## src/rtl/ser_reg_pkg.sv

```systemverilog
`timescale 1ns/1ps
package ser_reg_pkg;

    localparam int ADDR_W   = 13;
    localparam int BYTE_W   = 8;
    localparam int CMD_W    = 16;
    localparam int BCNT_W   = $clog2(BYTE_W);

    // fixed register roles
    localparam int CFG_ADDR     = 0;
    localparam int CFG_LSB_BIT  = 0;
    localparam int CTL_ADDR     = 1;
    localparam int CTL_FMT_BIT  = 0;
    localparam int CTL_DCS_BIT  = 1;

    typedef logic [ADDR_W-1:0] addr_t;
    typedef logic [BYTE_W-1:0] byte_t;
    typedef logic [CMD_W-1:0]  cmd_word_t;
    typedef logic [BCNT_W-1:0] bcnt_t;

    typedef enum logic [1:0] {
        LEN_ONE    = 2'b00,
        LEN_TWO    = 2'b01,
        LEN_THREE  = 2'b10,
        LEN_STREAM = 2'b11
    } len_e;

    typedef struct packed {
        logic  rd;
        len_e  len;
        addr_t addr;
    } cmd_t;

    typedef enum logic [1:0] {
        PH_CMD  = 2'b00,
        PH_DATA = 2'b01,
        PH_DONE = 2'b10
    } phase_e;

    typedef struct packed {
        logic  en;
        addr_t addr;
        byte_t data;
    } wr_req_t;

    function automatic cmd_word_t cmd_shift(cmd_word_t s, logic b, logic lsb);
        return lsb ? {b, s[CMD_W-1:1]} : {s[CMD_W-2:0], b};
    endfunction

    function automatic byte_t byte_shift(byte_t s, logic b, logic lsb);
        return lsb ? {b, s[BYTE_W-1:1]} : {s[BYTE_W-2:0], b};
    endfunction

    function automatic logic bit_pick(byte_t d, bcnt_t idx, logic lsb);
        return lsb ? d[idx] : d[bcnt_t'(BYTE_W-1) - idx];
    endfunction

    function automatic addr_t addr_step(addr_t a, logic lsb);
        return lsb ? a + addr_t'(1) : a - addr_t'(1);
    endfunction

endpackage

```

## src/rtl/ser_sync.sv

```systemverilog
`timescale 1ns/1ps
module ser_sync #(
    parameter int   STAGES  = 2,
    parameter logic RST_VAL = 1'b0
) (
    input  logic clk,
    input  logic rst,
    input  logic d,
    output logic q
);
    logic [STAGES-1:0] sr;

    always_ff @(posedge clk) begin
        if (rst) begin
            sr <= {STAGES{RST_VAL}};
        end else begin
            sr <= {sr[STAGES-2:0], d};
        end
    end

    assign q = sr[STAGES-1];
endmodule

```

## src/rtl/ser_regfile.sv

```systemverilog
`timescale 1ns/1ps
module ser_regfile
    import ser_reg_pkg::*;
#(
    parameter int NUM_REGS = 8
) (
    input  logic    clk,
    input  logic    rst,
    input  wr_req_t wr_i,
    input  addr_t   rd_addr_i,
    output byte_t   rd_data_o,
    output logic    cfg_lsb_o,
    output logic    ctl_fmt_o,
    output logic    ctl_dcs_o
);
    localparam int IDX_W = (NUM_REGS > 1) ? $clog2(NUM_REGS) : 1;

    logic [NUM_REGS-1:0][BYTE_W-1:0] regs_q;

    always_ff @(posedge clk) begin
        if (rst) begin
            regs_q <= '0;
        end else if (wr_i.en) begin
            for (int i = 0; i < NUM_REGS; i++) begin
                if (wr_i.addr == addr_t'(i)) begin
                    regs_q[i] <= wr_i.data;
                end
            end
        end
    end

    always_comb begin
        if (rd_addr_i < addr_t'(NUM_REGS)) begin
            rd_data_o = regs_q[rd_addr_i[IDX_W-1:0]];
        end else begin
            rd_data_o = '0;
        end
    end

    assign cfg_lsb_o = regs_q[CFG_ADDR][CFG_LSB_BIT];
    assign ctl_fmt_o = regs_q[CTL_ADDR][CTL_FMT_BIT];
    assign ctl_dcs_o = regs_q[CTL_ADDR][CTL_DCS_BIT];
endmodule

```

## src/rtl/ser_frame.sv

```systemverilog
`timescale 1ns/1ps
module ser_frame
    import ser_reg_pkg::*;
(
    input  logic    clk,
    input  logic    rst,
    input  logic    en_i,
    input  logic    sclk_s,
    input  logic    csn_s,
    input  logic    sdio_s,
    input  logic    lsb_first_i,
    input  byte_t   rd_data_i,
    output addr_t   rd_addr_o,
    output wr_req_t wr_o,
    output logic    sdio_o,
    output logic    sdio_oe
);
    phase_e    phase_q;
    bcnt_t     bit_cnt_q;
    logic      cmd_hi_q;
    cmd_word_t cmd_sr_q;
    logic      rd_q;
    len_e      len_q;
    addr_t     addr_q;
    logic [1:0] byte_idx_q;
    byte_t     rx_sr_q;
    logic      sclk_q;
    logic      csn_q;
    wr_req_t   wr_q;

    logic  cs_rise;
    logic  clk_rise;
    logic  byte_end;
    cmd_t  cmd_next;
    byte_t rx_next;

    assign cs_rise  = csn_s && !csn_q;
    assign clk_rise = !csn_s && sclk_s && !sclk_q;
    assign byte_end = (bit_cnt_q == bcnt_t'(BYTE_W-1));
    assign cmd_next = cmd_t'(cmd_shift(cmd_sr_q, sdio_s, lsb_first_i));
    assign rx_next  = byte_shift(rx_sr_q, sdio_s, lsb_first_i);

    always_ff @(posedge clk) begin
        if (rst || !en_i) begin
            phase_q    <= PH_CMD;
            bit_cnt_q  <= '0;
            cmd_hi_q   <= 1'b0;
            cmd_sr_q   <= '0;
            rd_q       <= 1'b0;
            len_q      <= LEN_ONE;
            addr_q     <= '0;
            byte_idx_q <= '0;
            rx_sr_q    <= '0;
            sclk_q     <= 1'b0;
            csn_q      <= 1'b1;
            wr_q       <= '0;
        end else begin
            sclk_q  <= sclk_s;
            csn_q   <= csn_s;
            wr_q.en <= 1'b0;
            if (cs_rise) begin
                bit_cnt_q <= '0;
                if ((bit_cnt_q != '0) || (phase_q == PH_DONE) ||
                    ((phase_q == PH_DATA) && (len_q == LEN_STREAM))) begin
                    phase_q  <= PH_CMD;
                    cmd_hi_q <= 1'b0;
                end
            end else if (clk_rise) begin
                case (phase_q)
                    PH_CMD: begin
                        bit_cnt_q <= bit_cnt_q + bcnt_t'(1);
                        cmd_sr_q  <= cmd_shift(cmd_sr_q, sdio_s, lsb_first_i);
                        if (byte_end) begin
                            if (cmd_hi_q) begin
                                cmd_hi_q   <= 1'b0;
                                rd_q       <= cmd_next.rd;
                                len_q      <= cmd_next.len;
                                addr_q     <= cmd_next.addr;
                                byte_idx_q <= '0;
                                phase_q    <= PH_DATA;
                            end else begin
                                cmd_hi_q <= 1'b1;
                            end
                        end
                    end
                    PH_DATA: begin
                        bit_cnt_q <= bit_cnt_q + bcnt_t'(1);
                        rx_sr_q   <= rx_next;
                        if (byte_end) begin
                            if (!rd_q) begin
                                wr_q.en   <= 1'b1;
                                wr_q.addr <= addr_q;
                                wr_q.data <= rx_next;
                            end
                            addr_q     <= addr_step(addr_q, lsb_first_i);
                            byte_idx_q <= byte_idx_q + 2'd1;
                            if ((len_q != LEN_STREAM) && (byte_idx_q == 2'(len_q))) begin
                                phase_q <= PH_DONE;
                            end
                        end
                    end
                    default: ;
                endcase
            end
        end
    end

    assign rd_addr_o = addr_q;
    assign wr_o      = wr_q;
    assign sdio_oe   = (phase_q == PH_DATA) && rd_q && !csn_s;
    assign sdio_o    = bit_pick(rd_data_i, bit_cnt_q, lsb_first_i);
endmodule

```

## src/rtl/ser_reg_slave.sv

```systemverilog
`timescale 1ns/1ps
module ser_reg_slave
    import ser_reg_pkg::*;
#(
    parameter int NUM_REGS    = 8,
    parameter int SYNC_STAGES = 2
) (
    input  logic clk,
    input  logic rst,
    input  logic sclk_i,
    input  logic csn_i,
    input  logic sdio_i,
    output logic sdio_o,
    output logic sdio_oe,
    output logic fmt_ctl_o,
    output logic dcs_ctl_o
);
    logic    sclk_s;
    logic    csn_s;
    logic    sdio_s;
    logic    strap_q;
    addr_t   rd_addr;
    byte_t   rd_data;
    wr_req_t wr_req;
    logic    cfg_lsb;
    logic    ctl_fmt;
    logic    ctl_dcs;

    ser_sync #(.STAGES(SYNC_STAGES), .RST_VAL(1'b0)) u_sync_sclk (
        .clk(clk), .rst(rst), .d(sclk_i), .q(sclk_s)
    );
    ser_sync #(.STAGES(SYNC_STAGES), .RST_VAL(1'b1)) u_sync_csn (
        .clk(clk), .rst(rst), .d(csn_i), .q(csn_s)
    );
    ser_sync #(.STAGES(SYNC_STAGES), .RST_VAL(1'b0)) u_sync_sdio (
        .clk(clk), .rst(rst), .d(sdio_i), .q(sdio_s)
    );

    // strap captured from the raw pin during reset, cleared for good by a low select
    always_ff @(posedge clk) begin
        if (rst) begin
            strap_q <= csn_i;
        end else if (!csn_s) begin
            strap_q <= 1'b0;
        end
    end

    ser_frame u_frame (
        .clk        (clk),
        .rst        (rst),
        .en_i       (!strap_q),
        .sclk_s     (sclk_s),
        .csn_s      (csn_s),
        .sdio_s     (sdio_s),
        .lsb_first_i(cfg_lsb),
        .rd_data_i  (rd_data),
        .rd_addr_o  (rd_addr),
        .wr_o       (wr_req),
        .sdio_o     (sdio_o),
        .sdio_oe    (sdio_oe)
    );

    ser_regfile #(.NUM_REGS(NUM_REGS)) u_regs (
        .clk      (clk),
        .rst      (rst),
        .wr_i     (wr_req),
        .rd_addr_i(rd_addr),
        .rd_data_o(rd_data),
        .cfg_lsb_o(cfg_lsb),
        .ctl_fmt_o(ctl_fmt),
        .ctl_dcs_o(ctl_dcs)
    );

    assign fmt_ctl_o = strap_q ? sclk_s : ctl_fmt;
    assign dcs_ctl_o = strap_q ? sdio_s : ctl_dcs;
endmodule

```

## config.mk

```make
export PLATFORM = sky130hd
export DESIGN_NAME = ser_reg_slave
export DESIGN_NICKNAME = d
export VERILOG_FILES = /design/src/rtl/ser_reg_pkg.sv /design/src/rtl/ser_sync.sv /design/src/rtl/ser_regfile.sv /design/src/rtl/ser_frame.sv /design/src/rtl/ser_reg_slave.sv
export SDC_FILE = /design/constraint.sdc
export NUM_CORES = 1
export LEC_CHECK = 0
export ABC_AREA = 1
export ABC_CLOCK_PERIOD_IN_PS = 3600
export CAP_MARGIN = 10
export CELL_PAD_IN_SITES_DETAIL_PLACEMENT = 1
export CELL_PAD_IN_SITES_GLOBAL_PLACEMENT = 1
export CORE_ASPECT_RATIO = 0.9
export CORE_MARGIN = 4
export CORE_UTILIZATION = 45
export DETAILED_ROUTE_END_ITERATION = 6
export PLACE_DENSITY = 0.8
export RECOVER_POWER = 25
export SYNTH_ARGS = -nofsm -noshare
export SYNTH_HDL_FRONTEND = slang
export SYNTH_SLANG_ARGS = --single-unit
```

## constraint.sdc

```tcl
create_clock -name clk -period 3.6 [get_ports clk]
set_input_delay 0.72 -clock clk [delete_from_list [all_inputs] [get_ports clk]]
set_output_delay 0.72 -clock clk [all_outputs]
set_load 0.01 [all_outputs]
```

======== After elaboration in Yosys (flattened, before gate mapping) ========
Cells that the tools add are included.
word-level totals
  word-level logic and storage cells ...... 140
  input port bits ......................... 5
  register bits after elaboration ......... 143
  output and inout port bits .............. 4
operators by class
  $add $sub $neg .......................... 5
  mux-type cells .......................... 38
  equal/unequal tests ..................... 22
  $lt $le $gt $ge ......................... 4
  reduce and logical (&&, ||, !) cells .... 40
  bitwise operators ....................... 5
operators with widths
  cell                                                   number
  equality test 13 x 3 -> 1 bit (second input constant)  4
  2-to-1 mux 13 bit                                      4
  equality test 13 x 2 -> 1 bit (second input constant)  2
  case mux 13 bit (2 select lines)                       1
  binary-select mux 8 bit (select 3 bit)                 1
  2-to-1 mux 8 bit                                       3
  2-to-1 mux 22 bit                                      1
  2-to-1 mux 2 bit                                       10
  AND reduction 2 bit                                    9
  2-to-1 mux 16 bit                                      1
  adder 13 x 1 -> 13 bit (second input constant)         1
  equality test 13 x 1 -> 1 bit (second input constant)  1
  logical NOT 13 bit                                     1
  < comparator 13 x 4 -> 1 bit (second input constant)   1
  2-to-1 mux 1 bit                                       13
  subtractor 13 x 1 -> 13 bit (second input constant)    1
  < comparator 3 x 4 -> 1 bit (second input constant)    3
  AND reduction 5 bit                                    2
  != test 3 x 1 -> 1 bit (second input constant)         3
  case mux 2 bit (2 select lines)                        2
  nonzero test 2 bit                                     4
  logical AND 1 bit                                      7
  AND reduction 7 bit                                    1
  binary-select mux 1 bit (select 3 bit)                 2
  other kinds (20)                                       36

======== Longest topological paths before layout ========
Gate-level depths: netlist of the first run.
  depth after elaboration ................. 7
  mapped depth ............................ 13
  depth with buffers taken out ............ 12

======== By module ========
Synthesis of the first run repeated with hierarchy kept, for this count alone.
unflattened totals
  cell total of the unflattened synthesis .. 1223
  area, all modules ....................... 7893.8 sq um
by module, submodules not included
  module                       area each (sq um)  instances  cells each
  ser_frame                    3837.4             1          559
  ser_regfile                  3816.2             1          633
  ser_sync at u_sync_sclk ...  55.1               2          6
  ser_reg_slave                71.3               1          12
  ser_sync at u_sync_csn       58.8               1          7

======== Worst setup path before layout of the first run ========
OpenSTA, ideal clock, no wires.
  path type ............................... register -> output
  from .................................... register u_frame.addr_q[0] (netlist: u_frame.rd_addr_o[0])
  to ...................................... output sdio_o
  path buffers ............................ 2
  arrival time ............................ 1536 ps
  required time ........................... 2880 ps
  slack ................................... 1344 ps
  cell stages (with the launch flop) ...... 13
  path through ............................ dfxtp_1 -> clkbuf_1 -> inv_2 -> clkbuf_1 -> nand2_1 -> nand3_1 -> nand3_1 -> nand3_1 -> nand2_1 -> nand3_1 -> nand3_1 -> nand3_1 -> nand2_1
between the ends
  cells in the longest elaborated chain, start to end .. 6
ends and longest elaborated chain
  element                                                                               RTL line             RTL
  start, declared                                                                       ser_frame.sv:24      addr_t addr_q;
  start signal, assigned                                                                ser_frame.sv:78      addr_q <= cmd_next.addr;
  start signal, assigned                                                                ser_frame.sv:95      addr_q <= addr_step(addr_q, lsb_first_i);
  parallel branches: the longest is 2 deep, another holds < comparator 13 x 4 -> 1 bit  n/a
  2-to-1 mux 8 bit *                                                                    ser_regfile.sv:33    if (rd_addr_i < addr_t'(NUM_REGS)) begin
  binary-select mux 1 bit (select 3 bit)                                                ser_reg_pkg.sv:55    return lsb ? d[idx] : d[bcnt_t'(BYTE_W-1) - idx];
  2-to-1 mux 1 bit (not written as such)                                                ser_reg_pkg.sv:55
  2-to-1 mux 1 bit *                                                                    ser_reg_pkg.sv:55
  end, declared                                                                         ser_reg_slave.sv:13  output logic sdio_o,
Every way passes the cells marked *. The select of a mux whose other input is x is not followed.

======== Final worst setup path of the first run ========
Ends and elaborated chain as after synthesis.

==> qor.txt, run 1 <==
number of synthesis warnings: 0
Slowest cell on crit path: clkdlybuf4s50_1
endpoints failing hold: 0
wire per inst: 17.7 um
number of buffers created by CTS: 17
number of port buffers: 8
Final #Nets: 991
DRT Pass-1 Iters: 5
FF-to-FF End: u_frame.byte_idx_q[1]$_SDFFE_PP0P_
Die Y: 126 um
n_diodes: 0
clk_lat worst skew: 0.44 ns
initial antenna violation count: 0
Achievable Freq: 296 MHz
WP data arrival: 2.65 ns
Post-CTS Hold Buffers: 0
residual DRC count: 0
count of pins over their slew limit: 0
Worst Path Required: 2.88 ns
row cnt: 42
Post-synth EDFFs: 1
largest net degree at the start of global routing: 58
TritonCTS clock tree: done
Starting Density: 46.5%
Buf/Inv on CP: 2
share of cells above drive strength 1: 7.11%
vias in the first global route: 6,580
FFs w/ async S/R, synth: 0%
Yosys top cell by area: dfxtp_1
syn_area_per_cell: 7.01 um2
r2r setup slk: 0.99 ns
Synth Register Bits: 143
crit-path max FO: 27
worst reg2reg path depth: 9
fin crit period: 3.37 ns
Setup crit end kind: output pin
Starting DRT DRC Count: 439
Area after DPL: 0.00713 mm2
Flop pwr share: 44.2%
Switch Pwr: 0.774 mW
Reg-to-Reg Start: u_frame.bit_cnt_q[0]$_SDFFE_PP0P_
Area growth syn-to-layout: 12.1%
Die Width: 139 um
slew margin rel.: 31.4%
post-synth top area share: 41.1%
count leader, synth: nand2_1
DP Wirelength: 14,100 um
Max Buffers Root-to-Sink: 2
Reg clk slew, reported paths: 0.06 ns
clock sink count: 143
period utilization: 93.7%
final core occ: 52.1%
routed via count: 6,561
clk root buf: clkbuf_16
Seq/Total Area, Yosys: 41.5%
post_cts resized: 0
GP Congestion: 0.889
Clk pwr share: 53.7%
GRT Util Overall: 24.4%
# fillers: 1,936
Critical path origin: u_frame.rd_addr_o[0]$_SDFFE_PP0P_
Final Instance Area: 0.00775 mm2
Sw Ratio: 21.5%
Yosys cell types: 39
RSZ-0062 raised after global routing: no
Setup CP Type: flip-flop to output pin
run status: completed
mapped cell area: 0.00692 mm2
htree depth: 4
Clock Skew: 0.00904 ns
Commonest cells post-synth: 170 x nand2_1, 142 x dfxtp_1, 114 x a21oi_1
Crit path depth: 12
Max-Cap Viols: 0
Syn Inst Count: 987
Comb pwr share: 2.1%
Routed WL: 20,900 um
first-pass GRT wire length: 34,500 um
remaining global-route overflow: 0
leakage: 2.99 nW
crit path to: sdio_o
Slew @ Worst Pin: 1.03 ns
number of routed nets with antenna violations: 0
setup_tns: 0 ns
type of origin of the critical path: flip-flop
Worst path top cell family by delay: buffers and inverters
Synth area leaders: dfxtp_1 41%, nand2_1 9.2%, a21oi_1 8.2%
maximum VDD drop: 0.000432 V
Main synth FF type: dfxtp_1
drt via density: 5.55
Internal: 2.83 mW
Setup violations, final: 0
Post-CTS Setup Inserts: 0
full die area: 0.0174 mm2
Syn Nets: 1,007
PwrDens: 465 mW/mm2
Core Region: 0.0149 mm2
io pins: 9
Hold Path Class: flip-flop to flip-flop
CP max stage delay: 0.55 ns
crit-path cells: inv_2, nand2_1, nand3_1, nand2_1, nand2_1, nand3_1, nand2_1, nand3_1, nand3_1, nand3_1, nand2_1, clkdlybuf4s50_1
## registers in the layout, indices dropped and copies added, names as in the netlist, 2 cells and up
register            cells
u_frame.rd_addr_o      13
u_frame.len_q           2
u_sync_csn.sr           2
u_regs.regs_q          61
u_frame.bit_cnt_q       3
u_frame.cmd_sr_q       16
u_frame.phase_q         2
u_frame.byte_idx_q      2
u_sync_sdio.sr          2
u_sync_sclk.sr          2
u_frame.rx_sr_q         8
u_frame.wr_o           22
## cells by family after synthesis
| family | after synthesis | synth area share (%) |
|---|---|---|
| compound gates | 290 | 22.8 |
| flops | 143 | 41.5 |
| fa+ha+maj | 15 | 2.82 |
| xor+xnor | 7 | 0.886 |
| mux | 2 | 0.289 |
| buf+inv | 176 | 9.80 |
| simple gates | 354 | 21.9 |
## layout by cell type, fill, tap and decap left out, drive strengths merged, types with 2 or more instances in the layout
master,Yosys,routed
clkinvlp,0,4
o211ai,7,7
clkdlybuf4s50,0,7
dfxtp,142,142
clkinv,0,3
nor4,2,2
nor3,7,7
a211oi,19,19
xor2,6,6
clkbuf,39,23
o21ai,132,132
o21a,3,3
ha,14,14
nand2,170,170
nand3,80,80
a221oi,2,2
nor2,81,81
a21oi,122,122
buf,13,6
or2,7,7
nand4,5,5
bufinv,0,4
mux2i,2,2
inv,124,125
## how the worst min path moves through the flow
stage | startpoint | end | slack (ns) | cells past startpoint
global route | u_sync_csn.sr[0]$_SDFF_PP1_ | u_sync_csn.sr[1]$_SDFF_PP1_ | 0.42 | 1
global placement | u_sync_csn.sr[0]$_SDFF_PP1_ | u_sync_csn.sr[1]$_SDFF_PP1_ | 0.39 | 1
finish | u_sync_csn.sr[0]$_SDFF_PP1_ | u_sync_csn.sr[1]$_SDFF_PP1_ | 0.41 | 1
CTS | u_sync_csn.sr[0]$_SDFF_PP1_ | u_sync_csn.sr[1]$_SDFF_PP1_ | 0.41 | 1
detailed placement | u_sync_csn.sr[0]$_SDFF_PP1_ | u_sync_csn.sr[1]$_SDFF_PP1_ | 0.40 | 1
floorplan | u_sync_sclk.sr[0]$_SDFF_PP0_ | u_sync_sclk.sr[1]$_SDFF_PP0_ | 0.39 | 2
## per-layer routing
metal,track usage [%],share of wire (%),vias up
li1,-,-,3245
met1,33.4,49,3185
met2,39.7,46,101
met3,5.50,4.0,30
met4,5.81,1.5,0
met5,0,0,-
## per-stage QoR
| step | total power, mW | setup slack, ns | cells | hold WS, ns |
|---|---|---|---|---|
| after global placement | 1.71 | 0.650 | 1150 | 0.393 |
| after detailed placement | 1.71 | 0.634 | 1150 | 0.397 |
| after CTS | 3.63 | 0.154 | 1182 | 0.410 |
| after floorplan | 1.68 | 1.34 | 987 | 0.388 |
| final | 3.61 | 0.227 | 1182 | 0.408 |
| after global routing | 3.72 | 0.0472 | 1182 | 0.423 |
## power by group through the flow
| stage | Combinational (mW) | Clock, mW | Sequential, mW |
|---|---|---|---|
| final | 0.0768 | 1.94 | 1.59 |
| after global routing | 0.0862 | 2.04 | 1.59 |
| after CTS | 0.0807 | 1.96 | 1.59 |
| after detailed placement | 0.0797 | 0 | 1.63 |
| after global placement | 0.0778 | 0 | 1.63 |
| after floorplan | 0.0546 | 0 | 1.63 |
## layout make-up
class / instances / area, um2 / area share, %
multi-input combinational: 668 / 3370 / 43.4
timing repair buffer: 17 / 151 / 1.95
clock buffer: 20 / 468 / 6.03
tap: 198 / 248 / 3.19
clock inverter: 12 / 181 / 2.34
inverter: 124 / 465 / 6.00
sequential: 143 / 2870 / 37.0
Note: power is estimated with default switching activity, not from simulation.
==> run 2: changes to the inputs <==
--- a/constraint.sdc
+++ b/constraint.sdc
@@ -3,2 +3,2 @@
 set_output_delay 0.72 -clock clk [all_outputs]
-set_load 0.01 [all_outputs]
+set_load 0.1 [all_outputs]
==> qor.txt, run 2 (same netlist as run 1, synthesis figures left out) <==
commonest non-fill, non-tap cell in the layout: nand2_1 (unchanged)
final worst setup slack: 0.353 ns (was 0.227 ns)
failing checks: max-capacitance violations, max-slew violations
# fillers: 1,943 (was 1,936)
largest net degree at the start of global routing: 57 (was 58)
final core occ: 51.7% (was 52.1%)
Starting Density: 46.5% (unchanged)
Worst path top cell family by delay: buffers and inverters (unchanged)
Setup violations, final: 0 (unchanged)
fin crit period: 3.25 ns (was 3.37 ns)
Worst Path Required: 3.94 ns (was 2.88 ns)
Post-CTS Setup Inserts: 0 (unchanged)
first-pass GRT wire length: 34,700 um (was 34,500 um)
DRT Pass-1 Iters: 5 (unchanged)
GP Congestion: 0.815 (was 0.889)
Post-CTS Hold Buffers: 0 (unchanged)
Crit path depth: 5 (was 12)
remaining global-route overflow: 0 (unchanged)
residual DRC count: 0 (unchanged)
PwrDens: 452 mW/mm2 (was 465 mW/mm2)
number of port buffers: 8 (unchanged)
drt via density: 5.52 (was 5.55)
Clock Skew: 0.0177 ns (was 0.00904 ns)
DP Wirelength: 14,000 um (was 14,100 um)
post_cts resized: 0 (unchanged)
number of routed nets with antenna violations: 0 (unchanged)
CP max stage delay: 1.35 ns (was 0.55 ns)
number of buffers created by CTS: 17 (unchanged)
Final #Nets: 991 (unchanged)
maximum VDD drop: 0.000325 V (was 0.000432 V)
TritonCTS clock tree: done (unchanged)
full die area: 0.0174 mm2 (unchanged)
worst hold slack: 0.413 ns (was 0.408 ns)
htree depth: 4 (unchanged)
Slew @ Worst Pin: 1.87 ns (was 1.03 ns)
Achievable Freq: 308 MHz (was 296 MHz)
endpoints failing hold: 0 (unchanged)
Routed WL: 20,900 um (about the same)
Starting DRT DRC Count: 521 (was 439)
period utilization: 90.2% (was 93.7%)
placed insts: 1,150 (unchanged)
row cnt: 42 (unchanged)
max FFs per register: 61 (unchanged)
type of origin of the critical path: primary input (was flip-flop)
slew margin rel.: -24.5% (was 31.4%)
RSZ-0062 raised after global routing: no (unchanged)
count of pins over their slew limit: 44 (was 0)
Max-Cap Viols: 1 (was 0)
commonest cells after routing, fill and taps aside: 170 x nand2_1, 142 x dfxtp_1, 114 x a21oi_1 (unchanged)
crit-path cells: dlygate4sd3_1, nor2_1, clkbuf_1, o21ai_0, a21oi_1 (was inv_2, nand2_1, nand3_1, nand2_1, nand2_1, nand3_1, nand2_1, nand3_1, nand3_1, nand3_1, nand2_1, clkdlybuf4s50_1)
worst reg2reg path depth: 4 (was 9)
Max Buffers Root-to-Sink: 2 (unchanged)
Reg clk slew, reported paths: 0.06 ns (about the same)
routed via count: 6,530 (was 6,561)
Die Y: 126 um (unchanged)
final std cells w/o fill: 1,182 (unchanged)
clk root buf: clkbuf_16 (unchanged)
crit-path max FO: 43 (was 27)
wire per inst: 17.7 um (about the same)
Slowest cell on crit path: clkbuf_1 (was clkdlybuf4s50_1)
vias in the first global route: 6,604 (was 6,580)
Area growth syn-to-layout: 11.2% (was 12.1%)
Most flops, register: u_regs.regs_q (unchanged)
share of cells above drive strength 1: 7.32% (was 7.11%)
setup_tns: 0 ns (unchanged)
DP Worst Slack: 0.918 ns (was 0.634 ns)
n_diodes: 0 (unchanged)
Setup crit end kind: flip-flop (was output pin)
GRT Util Overall: 24.4% (about the same)
io pins: 9 (unchanged)
leakage: 2.98 nW (was 2.99 nW)
Core Region: 0.0149 mm2 (unchanged)
WP data arrival: 3.59 ns (was 2.65 ns)
run status: finished with violations (was completed)
clk_lat worst skew: 0.43 ns (was 0.44 ns)
Die Width: 139 um (unchanged)
clock sink count: 143 (unchanged)
initial antenna violation count: 0 (unchanged)
Hold Path Class: flip-flop to flip-flop (unchanged)
worst hold stages: 2 (was 1)
Setup CP Type: primary input to flip-flop (was flip-flop to output pin)
Buf/Inv on CP: 2 (unchanged)
[run 2: cell types whose count changed in the layout (fill, tap and decap cells not counted), moves of 2 or more]
cell	before	now
o21ai_1	60	63
clkbuf_2	2	0
clkbuf_8	1	3
bufinv_16	4	2
buf_4	5	10
o21ai_0	72	69
clkdlybuf4s50_1	7	3
[run 2: area by class of cell]
type / count / area [um2] / area share [%]
multi-input cells: 668 / 3370 / 43.7
clock buffers: 21 / 470 / 6.11
flip-flops and latches: 143 / 2870 / 37.3
repair buffers: 17 / 143 / 1.85
clock inverters: 11 / 129 / 1.68
inverters: 124 / 465 / 6.05
well taps: 198 / 248 / 3.22
[run 2: metrics by stage]
step / power, mW / area, um2
global placement: 1.71 / 7100
detailed placement: 1.71 / 7100
floorplan: 1.69 / 6920
CTS: 3.50 / 7700
finish: 3.48 / 7690
global route: 3.59 / 7690
[run 2: worst paths after layout]
check,from,endpoint,slack [ns]
worst min register to register,u_sync_sdio.sr[0]$_SDFF_PP0_,u_sync_sdio.sr[1]$_SDFF_PP0_,0.41
worst min-delay path,u_sync_sdio.sr[0]$_SDFF_PP0_,u_sync_sdio.sr[1]$_SDFF_PP0_,0.41
worst max register to register,strap_q$_SDFFCE_PN0P_,u_frame.rx_sr_q[5]$_SDFFE_PP0P_,0.87
worst max-delay path,rst,u_frame.rx_sr_q[5]$_SDFFE_PP0P_,0.35
[run 2: power by group]
part           switching (mW)  leakage, nW  internal (mW)
Sequential            0.00406         1.15           1.59
Clock                   0.722        0.287           1.08
Combinational          0.0595         1.54         0.0233
[run 2: worst register-to-register path, stage by stage (launching register included)]
cell	delay [ns]
edfxtp_1	0.44
nor2_1	0.18
clkbuf_1	1.36
o21ai_0	0.41
a21oi_1	0.26
[run 2: layer usage]
| layer | part of all wire [%] | up-vias | global-route usage [%] |
|---|---|---|---|
| met5 | 0 | - | 0 |
| met4 | 0.86 | 0 | 5.24 |
| met3 | 3.1 | 15 | 4.06 |
| met2 | 47 | 97 | 40.4 |
| met1 | 49 | 3178 | 33.9 |
| li1 | - | 3240 | - |
==> run 3: changes to the inputs <==
Settings changed: RECOVER_POWER 25 to default.
==> qor.txt, run 3 (same netlist as run 1, synthesis figures left out) <==
fin crit period: 3.20 ns (was 3.25 ns)
crit-path max FO: 8 (was 43)
routed via count: 6,557 (was 6,530)
leakage: 2.99 nW (was 2.98 nW)
Hold Path Class: flip-flop to flip-flop (unchanged)
Routed WL: 21,000 um (was 20,900 um)
WP data arrival: 2.48 ns (was 3.59 ns)
met1 WL: 10,300 um (about the same)
Area growth syn-to-layout: 11.4% (was 11.2%)
full die area: 0.0174 mm2 (unchanged)
Die Y: 126 um (unchanged)
Reg clk slew, reported paths: 0.06 ns (about the same)
Post-CTS Setup Inserts: 0 (unchanged)
number of buffers created by CTS: 17 (unchanged)
DP Wirelength: 14,000 um (unchanged)
io pins: 9 (unchanged)
r2r setup slk: 0.98 ns (was 0.87 ns)
initial antenna violation count: 0 (unchanged)
vias in the first global route: 6,604 (unchanged)
Final #Nets: 991 (unchanged)
max FFs per register: 61 (unchanged)
Max-Cap Viols: 0 (was 1)
largest net degree at the start of global routing: 57 (unchanged)
Die Width: 139 um (unchanged)
Starting Density: 46.5% (unchanged)
Setup crit end kind: output pin (was flip-flop)
count of pins over their slew limit: 0 (was 44)
clk_lat worst skew: 0.43 ns (about the same)
endpoints failing hold: 0 (unchanged)
run status: completed (was finished with violations)
wire per inst: 17.8 um (was 17.7 um)
GRT Util Overall: 24.4% (unchanged)
Slew @ Worst Pin: 0.792 ns (was 1.87 ns)
Total Power: 3.48 mW (about the same)
TritonCTS clock tree: done (unchanged)
Starting DRT DRC Count: 489 (was 521)
Worst Path Required: 2.88 ns (was 3.94 ns)
commonest non-fill, non-tap cell in the layout: nand2_1 (unchanged)
Setup violations, final: 0 (unchanged)
Core Region: 0.0149 mm2 (unchanged)
clock sink count: 143 (unchanged)
GP Congestion: 0.815 (unchanged)
PwrDens: 452 mW/mm2 (about the same)
Top Metal Used: met4 (unchanged)
share of cells above drive strength 1: 7.72% (was 7.32%)
n_diodes: 0 (unchanged)
slew margin rel.: 47.0% (was -24.5%)
setup_tns: 0 ns (unchanged)
Clock Skew: 0.0172 ns (was 0.0177 ns)
Setup CP Type: flip-flop to output pin (was primary input to flip-flop)
post_cts resized: 0 (unchanged)
remaining global-route overflow: 0 (unchanged)
commonest cells after routing, fill and taps aside: 170 x nand2_1, 142 x dfxtp_1, 114 x a21oi_1 (unchanged)
Post-CTS Hold Buffers: 0 (unchanged)
row cnt: 42 (unchanged)
clk root buf: clkbuf_16 (unchanged)
drt via density: 5.55 (was 5.52)
Max Buffers Root-to-Sink: 2 (unchanged)
number of routed nets with antenna violations: 0 (unchanged)
first-pass GRT wire length: 34,700 um (unchanged)
routed wl met3: 735 um (was 641 um)
type of origin of the critical path: flip-flop (was primary input)
Most flops, register: u_regs.regs_q (unchanged)
Achievable Freq: 312 MHz (was 308 MHz)
RSZ-0062 raised after global routing: no (unchanged)
residual DRC count: 0 (unchanged)
DRT Pass-1 Iters: 5 (unchanged)
met2 WL: 9810 um (was 9780 um)
number of port buffers: 8 (unchanged)
maximum VDD drop: 0.000325 V (about the same)
htree depth: 4 (unchanged)
period utilization: 89.0% (was 90.2%)
[run 3: cell type report]
| class | count | area (um2) |
|---|---|---|
| clock buffers | 21 | 470 |
| clock inverters | 11 | 129 |
| fillers | 1941 | 7170 |
| inverters | 124 | 465 |
| multi-input cells | 668 | 3370 |
| flip-flops and latches | 143 | 2870 |
| well taps | 198 | 248 |
| repair buffers | 17 | 150 |
[run 3: critical path, stage by stage (launching register included)]
cell and delay [ns]:
dfxtp_1 0.37, nor2_1 0.15, nand3_1 0.09, nor2_1 0.53, nand3_1 0.19, nand2_1 0.09, nand3_1 0.09, nand3_1 0.10
nand3_1 0.08, nand2_1 0.17, buf_12 0.20
[run 3: path summary, 6_finish.rpt]
path,endpoint,cells after the start,start
max,sdio_o,10,u_frame.rd_addr_o[6]$_SDFFE_PP0P_
max reg2reg,u_frame.byte_idx_q[1]$_SDFFE_PP0P_,9,u_frame.bit_cnt_q[0]$_SDFFE_PP0P_
min,u_sync_sdio.sr[1]$_SDFF_PP0_,2,u_sync_sdio.sr[0]$_SDFF_PP0_
min reg2reg,u_sync_sdio.sr[1]$_SDFF_PP0_,2,u_sync_sdio.sr[0]$_SDFF_PP0_
[run 3: metal layers]
metal / vias up / GRT usage, %
met2: 114 / 40.4
met1: 3191 / 33.9
met4: 0 / 5.24
met5: - / 0
met3: 17 / 4.06
li1: 3235 / -
[run 3: stage by stage]
step                      hold WS (ns)  util, %  cell area (um2)  std cells  setup slack [ns]
final                            0.414     51.8             7700       1182             0.398
after global routing             0.436     51.8             7700       1182             0.220
after CTS                        0.417     51.8             7700       1182             0.397
after detailed placement         0.404     47.8             7100       1150             0.918
after global placement           0.396     47.8             7100       1150             0.943
after floorplan                  0.388        -             6920        987             0.326
[run 3: report_power, final]
group / leakage (nW) / internal, mW / switching (mW)
Clock: 0.287 / 1.08 / 0.720
Combinational: 1.55 / 0.0245 / 0.0602
Sequential: 1.15 / 1.59 / 0.00418
Total: 2.99 / 2.70 / 0.784
